`config.mk`:
```
export PLATFORM = sky130hd
export DESIGN_NAME = sector_write_ser
export DESIGN_NICKNAME = d
export VERILOG_FILES = /design/src/rtl/swr_pkg.sv /design/src/rtl/swr_cell_timer.sv /design/src/rtl/swr_line_enc.sv /design/src/rtl/swr_word_path.sv /design/src/rtl/sector_write_ser.sv
export SDC_FILE = /design/constraint.sdc
export NUM_CORES = 1
export LEC_CHECK = 0
export BUFFER_PORTS_ARGS = -buffer_cell sky130_fd_sc_hd__buf_2
export CAP_MARGIN = 5
export CORE_ASPECT_RATIO = 0.75
export CORE_MARGIN = 10
export CORE_UTILIZATION = 40
export CTS_BUF_LIST = sky130_fd_sc_hd__clkbuf_8
export CTS_CLUSTER_SIZE = 40
export DETAILED_ROUTE_END_ITERATION = 12
export RECOVER_POWER = 25
export SETUP_SLACK_MARGIN = 0.2
export SYNTH_ARGS = -nofsm -noshare
export SYNTH_HDL_FRONTEND = slang
export SYNTH_SLANG_ARGS = --single-unit
```
`constraint.sdc`:
```
create_clock -name clk -period 4.6 [get_ports clk]
set_input_delay 0.92 -clock clk [delete_from_list [all_inputs] [get_ports clk]]
set_output_delay 0.92 -clock clk [all_outputs]
set_load 0.01 [all_outputs]
```
`src/rtl/swr_pkg.sv`:
```
package swr_pkg;
  typedef enum logic [2:0] {
    ST_IDLE,
    ST_SETTLE,
    ST_PRE,
    ST_SYNC,
    ST_DATA,
    ST_CK,
    ST_TAIL
  } swr_state_e;
endpackage

```
`src/rtl/swr_cell_timer.sv`:
```
module swr_cell_timer #(
  parameter int CELL_CLKS = 30,
  parameter int PW        = 5
) (
  input  logic          clk,
  input  logic          rst_n,
  input  logic          run,
  output logic [PW-1:0] phase,
  output logic          cell_end
);
  localparam logic [PW-1:0] PH_LAST = PW'(CELL_CLKS - 1);

  assign cell_end = run && (phase == PH_LAST);

  always_ff @(posedge clk or negedge rst_n) begin
    if (!rst_n)                phase <= '0;
    else if (!run || cell_end) phase <= '0;
    else                       phase <= phase + 1'b1;
  end
endmodule

```
`src/rtl/swr_line_enc.sv`:
```
module swr_line_enc #(
  parameter int CELL_CLKS  = 30,
  parameter int PULSE_CLKS = 7,
  parameter int PW         = 5
) (
  input  logic          clk,
  input  logic          rst_n,
  input  logic          emit,
  input  logic          bit_val,
  input  logic [PW-1:0] phase,
  output logic          line
);
  localparam logic [PW-1:0] CLK_END  = PW'(PULSE_CLKS);
  localparam logic [PW-1:0] DAT_BEG  = PW'(CELL_CLKS / 2);
  localparam logic [PW-1:0] DAT_END  = PW'(CELL_CLKS / 2 + PULSE_CLKS);

  logic clk_pulse, dat_pulse;

  always_comb begin
    clk_pulse = phase < CLK_END;
    dat_pulse = bit_val && (phase >= DAT_BEG) && (phase < DAT_END);
  end

  always_ff @(posedge clk or negedge rst_n) begin
    if (!rst_n) line <= 1'b0;
    else        line <= emit && (clk_pulse || dat_pulse);
  end
endmodule

```
`src/rtl/swr_word_path.sv`:
```
module swr_word_path #(
  parameter int                WORD_W  = 16,
  parameter logic [WORD_W-1:0] CK_SEED = 16'o151
) (
  input  logic              clk,
  input  logic              rst_n,
  input  logic              fetch_win,
  input  logic              load_word,
  input  logic              load_ck,
  input  logic              shift_en,
  input  logic              seed,
  input  logic              wd_valid,
  input  logic [WORD_W-1:0] wd_data,
  output logic              wd_ready,
  output logic              msb
);
  logic [WORD_W-1:0] sh, cks, nxt, incoming;
  logic              have_nxt, take;

  assign wd_ready = fetch_win && !have_nxt;
  assign take     = wd_ready && wd_valid;
  assign msb      = sh[WORD_W-1];

  always_comb begin
    if (take)          incoming = wd_data;
    else if (have_nxt) incoming = nxt;
    else               incoming = '0;
  end

  always_ff @(posedge clk or negedge rst_n) begin
    if (!rst_n) begin
      sh       <= '0;
      cks      <= CK_SEED;
      nxt      <= '0;
      have_nxt <= 1'b0;
    end else begin
      if (load_word) begin
        sh       <= incoming;
        cks      <= cks ^ incoming;
        have_nxt <= 1'b0;
      end else begin
        if (take) begin
          nxt      <= wd_data;
          have_nxt <= 1'b1;
        end
        if (load_ck)       sh <= cks;
        else if (shift_en) sh <= sh << 1;
      end
      if (seed) cks <= CK_SEED;
    end
  end
endmodule

```
`src/rtl/sector_write_ser.sv`:
```
module sector_write_ser
  import swr_pkg::*;
#(
  parameter int                WORD_W    = 16,
  parameter int                REC_WORDS = 2,
  parameter int                RECORDS   = 3,
  parameter int                SYNC_W    = 1,
  parameter logic [SYNC_W-1:0] SYNC_WORD = 1'b1,
  parameter logic [WORD_W-1:0] CK_SEED   = 16'o151,
  parameter int                CLK_MHZ   = 50,
  parameter int                CELL_NS   = 600,
  parameter int                SETTLE_NS = 2000,
  parameter int                PRE_NS    = 337000
) (
  input  logic              clk,
  input  logic              rst_n,
  input  logic              start,
  input  logic              wd_valid,
  output logic              wd_ready,
  input  logic [WORD_W-1:0] wd_data,
  output logic              write_gate,
  output logic              cell_line,
  output logic              busy,
  output logic              done
);
  localparam int CELL_CLKS   = CLK_MHZ * CELL_NS / 1000;
  localparam int SETTLE_CLKS = CLK_MHZ * SETTLE_NS / 1000;
  localparam int PRE_BITS    = PRE_NS / CELL_NS;
  localparam int PULSE_CLKS  = (CELL_CLKS / 4 > 0) ? CELL_CLKS / 4 : 1;
  localparam int PW          = $clog2(CELL_CLKS);
  localparam int M1          = (SETTLE_CLKS > PRE_BITS) ? SETTLE_CLKS : PRE_BITS;
  localparam int M2          = (WORD_W > SYNC_W) ? WORD_W : SYNC_W;
  localparam int CW          = $clog2(((M1 > M2) ? M1 : M2) + 1);
  localparam int WX          = $clog2(REC_WORDS + 1);
  localparam int RX          = $clog2(RECORDS + 1);

  localparam logic [CW-1:0] SETTLE_LAST = CW'(SETTLE_CLKS - 1);
  localparam logic [CW-1:0] PRE_LAST    = CW'(PRE_BITS - 1);
  localparam logic [CW-1:0] SYNC_LAST   = CW'(SYNC_W - 1);
  localparam logic [CW-1:0] WORD_LAST   = CW'(WORD_W - 1);
  localparam logic [WX-1:0] WIX_LAST    = WX'(REC_WORDS - 1);
  localparam logic [RX-1:0] RIX_LAST    = RX'(RECORDS - 1);

  swr_state_e        state;
  logic [CW-1:0]     cnt;
  logic [WX-1:0]     widx;
  logic [RX-1:0]     ridx;
  logic [SYNC_W-1:0] sync_sh;
  logic              done_q;

  logic [PW-1:0] phase;
  logic          cell_end, msb, emit, run, last_bit, cur_bit;
  logic          fetch_win, load_word, load_ck, shift_en, seed;

  always_comb begin
    emit = (state == ST_PRE) || (state == ST_SYNC) ||
           (state == ST_DATA) || (state == ST_CK);
    run  = emit || (state == ST_TAIL);
    case (state)
      ST_PRE:        last_bit = (cnt == PRE_LAST);
      ST_SYNC:       last_bit = (cnt == SYNC_LAST);
      ST_DATA, ST_CK: last_bit = (cnt == WORD_LAST);
      default:       last_bit = 1'b0;
    endcase
    case (state)
      ST_SYNC:       cur_bit = sync_sh[SYNC_W-1];
      ST_DATA, ST_CK: cur_bit = msb;
      default:       cur_bit = 1'b0;
    endcase
    fetch_win = ((state == ST_SYNC) && last_bit) ||
                ((state == ST_DATA) && last_bit && (widx != WIX_LAST));
    load_word = cell_end && fetch_win;
    load_ck   = cell_end && (state == ST_DATA) && last_bit && (widx == WIX_LAST);
    shift_en  = cell_end && ((state == ST_DATA) || (state == ST_CK)) && !last_bit;
    seed      = ((state == ST_SETTLE) && (cnt == SETTLE_LAST)) ||
                ((state == ST_CK) && cell_end && last_bit && (ridx != RIX_LAST));
  end

  always_ff @(posedge clk or negedge rst_n) begin
    if (!rst_n) begin
      state   <= ST_IDLE;
      cnt     <= '0;
      widx    <= '0;
      ridx    <= '0;
      sync_sh <= '0;
      done_q  <= 1'b0;
    end else begin
      done_q <= 1'b0;
      case (state)
        ST_IDLE: if (start) begin
          state <= ST_SETTLE;
          cnt   <= '0;
        end
        ST_SETTLE: if (cnt == SETTLE_LAST) begin
          state <= ST_PRE;
          cnt   <= '0;
          ridx  <= '0;
        end else cnt <= cnt + 1'b1;
        ST_TAIL: if (cell_end) begin
          state  <= ST_IDLE;
          done_q <= 1'b1;
        end
        default: if (cell_end) begin
          if (state == ST_SYNC) sync_sh <= sync_sh << 1;
          if (!last_bit) cnt <= cnt + 1'b1;
          else begin
            cnt <= '0;
            case (state)
              ST_PRE: begin
                state   <= ST_SYNC;
                sync_sh <= SYNC_WORD;
              end
              ST_SYNC: begin
                state <= ST_DATA;
                widx  <= '0;
              end
              ST_DATA: if (widx == WIX_LAST) state <= ST_CK;
                       else widx <= widx + 1'b1;
              ST_CK: if (ridx == RIX_LAST) state <= ST_TAIL;
                     else begin
                       state <= ST_PRE;
                       ridx  <= ridx + 1'b1;
                     end
              default: ;
            endcase
          end
        end
      endcase
    end
  end

  assign busy       = (state != ST_IDLE);
  assign write_gate = busy;
  assign done       = done_q;

  swr_cell_timer #(.CELL_CLKS(CELL_CLKS), .PW(PW)) u_timer (
    .clk(clk), .rst_n(rst_n), .run(run), .phase(phase), .cell_end(cell_end)
  );

  swr_word_path #(.WORD_W(WORD_W), .CK_SEED(CK_SEED)) u_words (
    .clk(clk), .rst_n(rst_n), .fetch_win(fetch_win), .load_word(load_word),
    .load_ck(load_ck), .shift_en(shift_en), .seed(seed), .wd_valid(wd_valid),
    .wd_data(wd_data), .wd_ready(wd_ready), .msb(msb)
  );

  swr_line_enc #(.CELL_CLKS(CELL_CLKS), .PULSE_CLKS(PULSE_CLKS), .PW(PW)) u_enc (
    .clk(clk), .rst_n(rst_n), .emit(emit), .bit_val(cur_bit), .phase(phase),
    .line(cell_line)
  );
endmodule

```
# Word level (Yosys, flattened, before mapping)
# Index checks and enable logic that the tools add are counted.
dict set report word_totals {
  romBits 0
  ff_bits 74
  mem_count 0
  latch_bits 0
  word_cells 136
  mem_bits_rw 0
  output_inout_bits 5
  inputBits 20
}
dict set report classes {
  n_eq_ne 20
  n_lt_le_gt_ge 3
  n_shift 0
  reduce_logical 53
  add_sub_neg 4
  n_mul 0
  bitwise_logic 5
  muxes 39
  div_mod_pow 0
}
# operator count
set op_table {}
lappend op_table {{16-bit 2-to-1 mux} 7}
lappend op_table {{10-bit 2-to-1 mux} 4}
lappend op_table {{10-bit one-hot mux with 3 select lines} 1}
lappend op_table {{3-bit 2-to-1 mux} 7}
lappend op_table {{1-bit logical AND} 19}
lappend op_table {{16-bit XOR} 1}
lappend op_table {{2-bit 2-to-1 mux} 6}
lappend op_table {{3-bit one-hot mux with 4 select lines} 1}
lappend op_table {{2-bit nonzero test} 6}
lappend op_table {{10-bit by 1-bit adder with 10-bit output (second input constant)} 1}
lappend op_table {{10-bit equality test (second input constant)} 1}
lappend op_table {{10-bit by 4-bit equality test with 1-bit output (second input constant)} 1}
lappend op_table {{10-bit by 7-bit equality test with 1-bit output (second input constant)} 1}
lappend op_table {{10-bit logical NOT} 1}
lappend op_table {{2-bit != test (second input constant)} 5}
lappend op_table {{3-bit equality test (second input constant)} 3}
lappend op_table {{1-bit logical OR} 9}
lappend op_table {{3-bit one-hot mux with 3 select lines} 1}
lappend op_table {{3-bit nonzero test} 3}
lappend op_table {{2-bit one-hot mux with 2 select lines} 2}
lappend op_table {{1-bit 2-to-1 mux} 7}
lappend op_table {{7-bit AND reduction} 1}
lappend op_table {{7-bit nonzero test} 1}
lappend op_table {{3-bit by 2-bit equality test with 1-bit output (second input constant)} 2}
lappend op_table {{24 further kinds} 33}

# Depth between registers and ports, before layout
# Gate-level depths: netlist (run 1).
dict set report logic_depth {
  ltp_word 12
  depth_mapped 9
  ltp_nobuf 7
}

# Modules after synthesis
# From an unflattened synthesis (run 1), not the netlist that was laid out.
dict set report unflattened {
  cells_unflattened 486
  area_unflattened_um2 4769.6
}
# module area_per_inst_um2 cells_each n_inst seq_area_each_um2
set by_module_without_submodules {}
lappend by_module_without_submodules {swr_word_path 3041.7 289 1 1231.2}
lappend by_module_without_submodules {sector_write_ser 1418.9 166 1 475.5}
lappend by_module_without_submodules {swr_cell_timer 244.0 23 1 125.1}
lappend by_module_without_submodules {swr_line_enc 65.1 8 1 25.0}

# Worst setup path after synthesis (run 1)
# Ideal clock, no wire load.
dict set report synth_path {
  path_kind {flip-flop to output port}
  startpoint {register cnt[7]}
  endpoint {output wd_ready}
  required_time_ns 3.680
  slack_ns 1.747
  path_buffers 2
  stages_incl_launch_ff 6
  t_arrival_ns 1.933
  path_cell_list {dfrtp_1 buf_2 or4_4 nor4_4 clkbuf_1 o31a_1}
}
dict set report synth_between {
  elab_chain_cells 6
  elab_cells_between_ends 9
  classes_between {2 x eq/ne; 1 x mux; 6 x reduce/logical}
}
# element line_no
set synth_lines {}
lappend synth_lines {{start: declaration} sector_write_ser.sv:45} ;# logic [CW-1:0] cnt;
lappend synth_lines {{start signal: assignment} sector_write_ser.sv:98} ;# end else cnt <= cnt + 1'b1;
lappend synth_lines {{start signal: assignment} sector_write_ser.sv:105} ;# if (!last_bit) cnt <= cnt + 1'b1;
lappend synth_lines {{10-bit by 4-bit equality test with 1-bit output (tied with other cells)} sector_write_ser.sv:62} ;# ST_DATA, ST_CK: last_bit = (cnt == WORD_LAST);
lappend synth_lines {{1-bit one-hot mux with 3 select lines (*)} sector_write_ser.sv:59} ;# case (state)
lappend synth_lines {{1-bit logical AND (2 in series)} sector_write_ser.sv:71} ;# ((state == ST_DATA) && last_bit && (widx != WIX_LAST));
lappend synth_lines {{1-bit logical OR (*)} sector_write_ser.sv:70} ;# fetch_win = ((state == ST_SYNC) && last_bit) ||
lappend synth_lines {{1-bit logical AND (*)} swr_word_path.sv:20} ;# assign wd_ready = fetch_win && !have_nxt;
lappend synth_lines {{end: declaration} sector_write_ser.sv:19} ;# output logic wd_ready,
# Mark *: on every way between the ends. The rest lies on a longest branch, timed or not.

# Worst setup path in the final report (run 1)
dict set report layout_path {
  startpoint {register state[2]}
  endpoint {output wd_ready}
}
dict set report layout_between {
  elab_chain_cells 7
  elab_cells_between_ends 11
  classes_between {4 x eq/ne; 1 x mux; 6 x reduce/logical}
}
# element line_no
set layout_lines {}
lappend layout_lines {{start: declaration} sector_write_ser.sv:44} ;# swr_state_e state;
lappend layout_lines {{start signal: assignment} sector_write_ser.sv:81} ;# state <= ST_IDLE;
lappend layout_lines {{start signal: assignment} sector_write_ser.sv:91} ;# state <= ST_SETTLE;
lappend layout_lines {{start signal: assignment} sector_write_ser.sv:95} ;# state <= ST_PRE;
lappend layout_lines {{3-bit equality test (on tied branches)} {sector_write_ser.sv:59, sector_write_ser.sv:71}}
lappend layout_lines {{2-bit OR reduction} sector_write_ser.sv:59}
lappend layout_lines {{1-bit one-hot mux with 3 select lines} sector_write_ser.sv:59}
lappend layout_lines {{1-bit logical AND (2 in series)} sector_write_ser.sv:71}
lappend layout_lines {{1-bit logical OR (*)} sector_write_ser.sv:70}
lappend layout_lines {{1-bit logical AND (*)} swr_word_path.sv:20}
# Marks and branches as above.

==> reports/results.ini, run 1 <==
[flow_run]
maxCapViolCount = 1

[power_and_ir_drop]
p_per_area_mw_per_mm2 = 233.8
power_frac_comb_pct = 2.4
p_sw_mw = 0.2842
p_sw_share_pct = 25.01
leakage_nw = 2.069
p_seq_share_pct = 57.4
p_int_mw = 0.8519
clkPwrFrac_pct = 40.2
vdd_ir_drop_max_mv = 0.09246

[grt]
overflow = 0
grt_pass1_vias = 3415
grt_max_degree = 75
grt_antenna_before_repair = 0
grt_usage_pct = 14.44
grt_first_pass_wirelength_mm = 18.76

[die]
fp.dieW_um = 142.9
die_y_um = 112.2
core_mm2 = 0.01102
ioPinCount = 25
die_area_mm2 = 0.01604
num_rows = 33
start_util_pct = 41.13

[route]
drc_errors = 0
drtIter0Drc = 299
viasPerCell = 5.988
wire_per_inst_um = 18.62
num_vias = 3617
drt_first_pass_iters = 4
finalWirelength_mm = 11.25
final_antenna_net_count = 0

[synthesis]
ys_ff_latch = 74
synth_top_area_share_pct = 38.63
syn_inst = 460
yosys_warnings = 0
synth_area_leaders = dfrtp_1 (39%), nand2_1 (3.5%), o211a_1 (3.3%)
netlist_area_mm2 = 0.004534
async_reset_ff_share_pct = 100.0
synth_edf_count = 0
yosysSeqAreaShare_pct = 40.95
syn-num-nets = 487
synthFlopType = dfrtp_1
ys_types = 68
syn-mean-instance-area_um2 = 9.857
yosysTopAreaCell = dfrtp_1

[placement]
place_hpwl_mm = 7.567
routabilityCongestion = 0.8789
numPortBuffers = 24
pre_cts_slack_ns = 1.288

[finish]
syn2layout_area_growth_pct = 7.174
drive_gt1_share_pct = 17.46
diodes = 0
final_nets = 486
final_core_util_pct = 44.08
multi_input_area_mm2 = 0.002459
regArea_mm2 = 0.001857
fillCellCount = 1061

[cts]
cts_buffers = 9
holdBufCountCts = 0
cts_setup_buffers = 0
clock_sinks = 74
cts_root_buf = clkbuf_8
ctsResizeCount = 0
cts_tree = done
clk_pin_slew_worst_paths_ns = 0.08
cts_max_path_buffers = 2
htree_levels = 3
insertion_delay_ns = 0.37

[critical_path]
crit_type = register to output port
cp_cell_sequence = or4b_1 -> and2_1 -> nor2_1 -> o31a_1 -> buf_2
arrival_ns = 2.80
cp-startpoint = state[2]$_DFFE_PN0P_
crit_path_start_kind = register
ff2ff_setup_slack_ns = 1.40
cp_max_fo = 24
r2r_start = state[1]$_DFFE_PN0P_
required_ns = 3.68
cp-end-kind = output port
slowest_stage = or4b_1
slowest_delay_ns = 0.82

[timing]
hold_violations = 0
slew_violations = 75
fin_crit_ns = 3.719
holdWs_ns = 0.4776
fin_ws_ns = 0.8815
tns_ns = 0
fin_skew_ns = 0.01785
tightest_slew_ns = 1.871
max_clock_freq_mhz = 268.9
post-route-period-util_pct = 80.84
setup_viol = 0
rsz0062_at_grt = no
maxSlewHeadroom_pct = -24.74

[min_path]
min_from = ridx[0]$_DFFE_PN0P_
hold_path.class = register to register

[status]
status = complete, but fails checks
violations = max-capacitance violations, max-slew violations

-- critical path, delay by kind of cell, from the launching register on --
family	cells	cell delay [ns]
AO/OA/AOI/OAI	1	0.23
buffers and inverters	1	0.14
flip-flops	1	0.75
AND/OR/NAND/NOR	3	1.31
-- through the flow --
stage / power (mW) / cells / area [um2]
2_1_floorplan: 0.6680 / 460 / 4534
3_3_place_gp: 0.6929 / 588 / 4692
3_5_place_dp: 0.6932 / 588 / 4692
4_1_cts: 1.156 / 604 / 4862
5_1_grt: 1.184 / 604 / 4860
6_report: 1.136 / 604 / 4860
-- cells in the final DEF, fill, tap and decap left out, drive strengths merged, types with 10 or more instances in the layout --
cell type  synthesis  layout
a211o             16      16
a21oi             14      14
a22oi             17      17
buf                9      27
clkbuf            31      10
dfrtp             70      70
inv               12      14
mux2              18      18
nand2             42      42
nand3b            18      18
nor2              31      31
o211a             15      15
o21ai             10      10
o311ai            18      18
or3               21      21
xor2              16      16
-- registers in the layout, summed over array words and instances (netlist names) --
register and count:
cnt 10, done 1, ridx 2, state 3, sync_sh 1, u_enc.line 1, u_timer.phase 5, u_words.cks 16
u_words.have_nxt 1, u_words.nxt 16, u_words.sh 16, widx 2
-- Yosys cell counts (3+ instances only) --
cell type and n:
a211o_1 16, clkbuf_1 30, and2_1 4, mux2_4 9, nand3_1 8, and4_1 3
inv_1 12, o21ai_0 9, nor4b_1 3, a21oi_1 14, o211a_1 15, o22ai_1 3
o311ai_0 17, or4_1 3, nand2_1 42, dfrtp_1 70, nor2b_1 4, buf_2 6
nor3_1 8, a221o_1 6, or3_1 21, nor2_1 31, and3_1 4, dfstp_2 4
xor2_1 16, mux2_2 9, nand3b_1 18, a22oi_1 17, ha_1 7
-- layout make-up --
type / instances / share of cell area (%)
multi-input cells: 333 / 50.59
flip-flops and latches: 74 / 38.21
well taps: 140 / 3.605
repair buffers: 28 / 3.090
clock buffers: 9 / 2.549
inverters: 13 / 1.004
clock inverters: 7 / 0.9526
-- final timing paths --
path                                               to  cells past startpoint
max                                          wd_ready                      5
min                               ridx[0]$_DFFE_PN0P_                      1
max reg2reg                 u_words.sh[7]$_DFFE_PN0P_                      6
min reg2reg                       ridx[0]$_DFFE_PN0P_                      1
max in group asynchronous  u_words.nxt[0]$_DFFE_PN0P_                      1
min in group asynchronous   u_words.sh[8]$_DFFE_PN0P_                      1
-- layer usage --
layer / vias up / share of wire, % / GRT usage (%)
met5: - / 0 / 0
met4: 0 / 0.95 / 3.909
met3: 11 / 5.7 / 3.623
met2: 95 / 41 / 18.48
met1: 1796 / 53 / 22.75
li1: 1715 / - / -
-- power by group through the flow --
stage                     registers [mW]  logic (mW)  clock network (mW)
after global routing               0.652      0.0321               0.500
after global placement             0.664      0.0286                   0
final                              0.652      0.0273               0.457
after detailed placement           0.664      0.0289                   0
after floorplan                    0.664     0.00392                   0
after CTS                          0.652      0.0290               0.475
-- cell families (layout without fill, tap and decap cells) --
family / count (synthesis) / in the layout / share of synthesized area (%)
AND/OR/NAND/NOR: 168 / 168 / 21.66
AO/OA/AOI/OAI: 120 / 120 / 21.50
flip-flops: 74 / 74 / 40.95
buffers and inverters: 53 / 57 / 4.829
multiplexers: 20 / 20 / 5.657
XOR/XNOR: 18 / 18 / 3.477
adder cells (fa/ha/maj): 7 / 7 / 1.931
No activity file was read; power rests on OpenSTA's default activity.
==> run 2: changes to the inputs <==
clock period = 3.5 ns   (was 4.6 ns; I/O delays follow)
==> reports/results.ini, run 2 (synthesis results as in run 1) <==
[status]
status = complete, but fails checks
violations = max-capacitance violations, max-slew violations

[cts]
cts_tree = done
insertion_delay_ns = 0.36  ; about the same
cts_root_buf = clkbuf_8
clock_sinks = 74  ; unchanged
clk_pin_slew_worst_paths_ns = 0.07  ; about the same
ctsResizeCount = 0  ; unchanged
holdBufCountCts = 0  ; unchanged
cts_buffers = 9  ; unchanged
cts_setup_buffers = 0  ; unchanged
cts_max_path_buffers = 2  ; unchanged
htree_levels = 3  ; unchanged

[route]
num_vias = 3573  ; -1.2%
finalWirelength_mm = 11.11  ; -1.2%
drc_errors = 0  ; unchanged
final_antenna_net_count = 0  ; unchanged
drt_first_pass_iters = 4  ; unchanged
wire_per_inst_um = 18.16  ; -2.5%
drtIter0Drc = 406  ; +36%
viasPerCell = 5.838  ; -2.5%

[grt]
grtUsageMet3_pct = 4.676  ; +1.1 points
grtUsageMet2_pct = 18.14  ; -0.34 points
grt_first_pass_wirelength_mm = 18.64  ; -0.63%
globalRouteMet1Util_pct = 22.32  ; -0.44 points
overflow = 0  ; unchanged
grt_pass1_vias = 3411  ; -0.12%
busiest_layer = met1
grt_max_degree = 75  ; unchanged
grt_usage_pct = 14.20  ; -0.24 points
grt_antenna_before_repair = 0  ; unchanged

[die]
core_mm2 = 0.01102  ; unchanged
fp.dieW_um = 142.9  ; unchanged
start_util_pct = 41.13  ; unchanged
ioPinCount = 25  ; unchanged
die_area_mm2 = 0.01604  ; unchanged
die_y_um = 112.2  ; unchanged
num_rows = 33  ; unchanged

[critical_path]
ff2ff_path_depth = 5  ; -1
required_ns = 2.80  ; -0.88 ns
arrival_ns = 2.43  ; -0.37 ns
cp-end-kind = output port
crit_path_start_kind = register
crit_type = register to output port
cp_max_fo = 13  ; -46%

[placement]
numPortBuffers = 24  ; unchanged
routabilityCongestion = 0.8850  ; +0.69%
place_hpwl_mm = 7.614  ; +0.62%

[power_and_ir_drop]
leakage_nw = 2.116  ; +2.2%
p_int_mw = 1.130  ; +33%
clkPwrFrac_pct = 39.4  ; -0.8 points
p_per_area_mw_per_mm2 = 299.9  ; +28%
p_seq_share_pct = 58.1  ; +0.7 points
p_sw_share_pct = 23.33  ; -1.7 points
p_sw_mw = 0.3438  ; +21%
power_mw = 1.474  ; +30%
vdd_ir_drop_max_mv = 0.1686  ; +82%
power_frac_comb_pct = 2.5  ; about the same

[finish]
reg_top3 = u_words.cks (16), u_words.nxt (16), u_words.sh (16)
drive_gt1_share_pct = 18.22  ; +0.76 points
fillCellCount = 1042  ; -1.8%
final_common_cell = dfrtp_1
diodes = 0  ; unchanged
final_nets = 494  ; +1.6%
syn2layout_area_growth_pct = 8.388
layout_common_cells = dfrtp_1 (70), nand2_1 (42), nor2_1 (31)

[min_path]
hold_path.class = register to register
min_path_cells = 1  ; unchanged

[timing]
fin_crit_ns = 3.126
tns_ns = 0  ; unchanged
max_clock_freq_mhz = 319.9
holdWs_ns = 0.4732  ; -0.004334 ns
slew_violations = 75  ; unchanged
hold_violations = 0  ; unchanged
rsz0062_at_grt = no
maxSlewHeadroom_pct = -25.64  ; -0.91 points
fin_skew_ns = 0.009561  ; -0.008294 ns
setup_viol = 0  ; unchanged
post-route-period-util_pct = 89.33
tightest_slew_ns = 1.885  ; +0.01359 ns

[flow_run]
maxCapViolCount = 1  ; unchanged

## run 2: changes by cell type in the layout (fill, tap and decap cells not counted)
cell	change
clkinv_4	-1
inv_1	+3
clkinv_2	-1
buf_4	+8
clkinvlp_4	-1
inv_6	-1
clkbuf_8	+1
## run 2: per-layer routing
layer | routed length (um) | part of all wire (%) | up-vias
met5 | 0 | 0 | -
met4 | 60 | 0.54 | 0
met3 | 694 | 6.2 | 4
met2 | 4458 | 40 | 93
met1 | 5900 | 53 | 1741
li1 | - | - | 1735
## run 2: final timing paths
check,slack (ns),from,end
worst max-delay path,0.37,state[2]$_DFFE_PN0P_,wd_ready
worst min-delay path,0.47,ridx[0]$_DFFE_PN0P_,ridx[0]$_DFFE_PN0P_
max in group asynchronous,1.51,rst_n,cnt[6]$_DFFE_PN0P_
worst min register to register,0.47,ridx[0]$_DFFE_PN0P_,ridx[0]$_DFFE_PN0P_
worst max register to register,0.66,state[2]$_DFFE_PN0P_,u_words.nxt[4]$_DFFE_PN0P_
min in group asynchronous,0.85,rst_n,u_words.sh[11]$_DFFE_PN0P_
## run 2: power groups by stage
stage	Combinational, mW	Clock (mW)	Sequential, mW
final	0.0365	0.581	0.856
after global routing	0.0425	0.642	0.856
after CTS	0.0384	0.605	0.856
after detailed placement	0.0383	0	0.873
after global placement	0.0374	0	0.873
after floorplan	0.00515	0	0.873
## run 2: cell type report
| type | count | area (um2) | area share (%) |
|---|---|---|---|
| clock inverters | 6 | 27.53 | 0.5601 |
| inverters | 13 | 48.80 | 0.9929 |
| flip-flops and latches | 74 | 1857 | 37.78 |
| clock buffers | 10 | 137.6 | 2.800 |
| repair buffers | 36 | 210.2 | 4.277 |
| well taps | 140 | 175.2 | 3.564 |
| multi-input cells | 333 | 2459 | 50.03 |
## run 2: stage by stage
step	cells	instance area [um2]	worst slack (ns)	util [%]
3_3_place_gp	596	4752	0.6538	43.11
3_5_place_dp	596	4752	0.5971	43.11
2_1_floorplan	460	4534	0.8669	-
6_report	612	4915	0.3736	44.58
4_1_cts	612	4917	0.2820	44.60
5_1_grt	612	4915	0.2800	44.58
## run 2: worst max-delay path, stage by stage, from the launching register on
cell,delay [ns]
dfrtp_1,0.52
or3b_2,0.51
nor4_4,0.63
o31a_1,0.26
buf_2,0.15
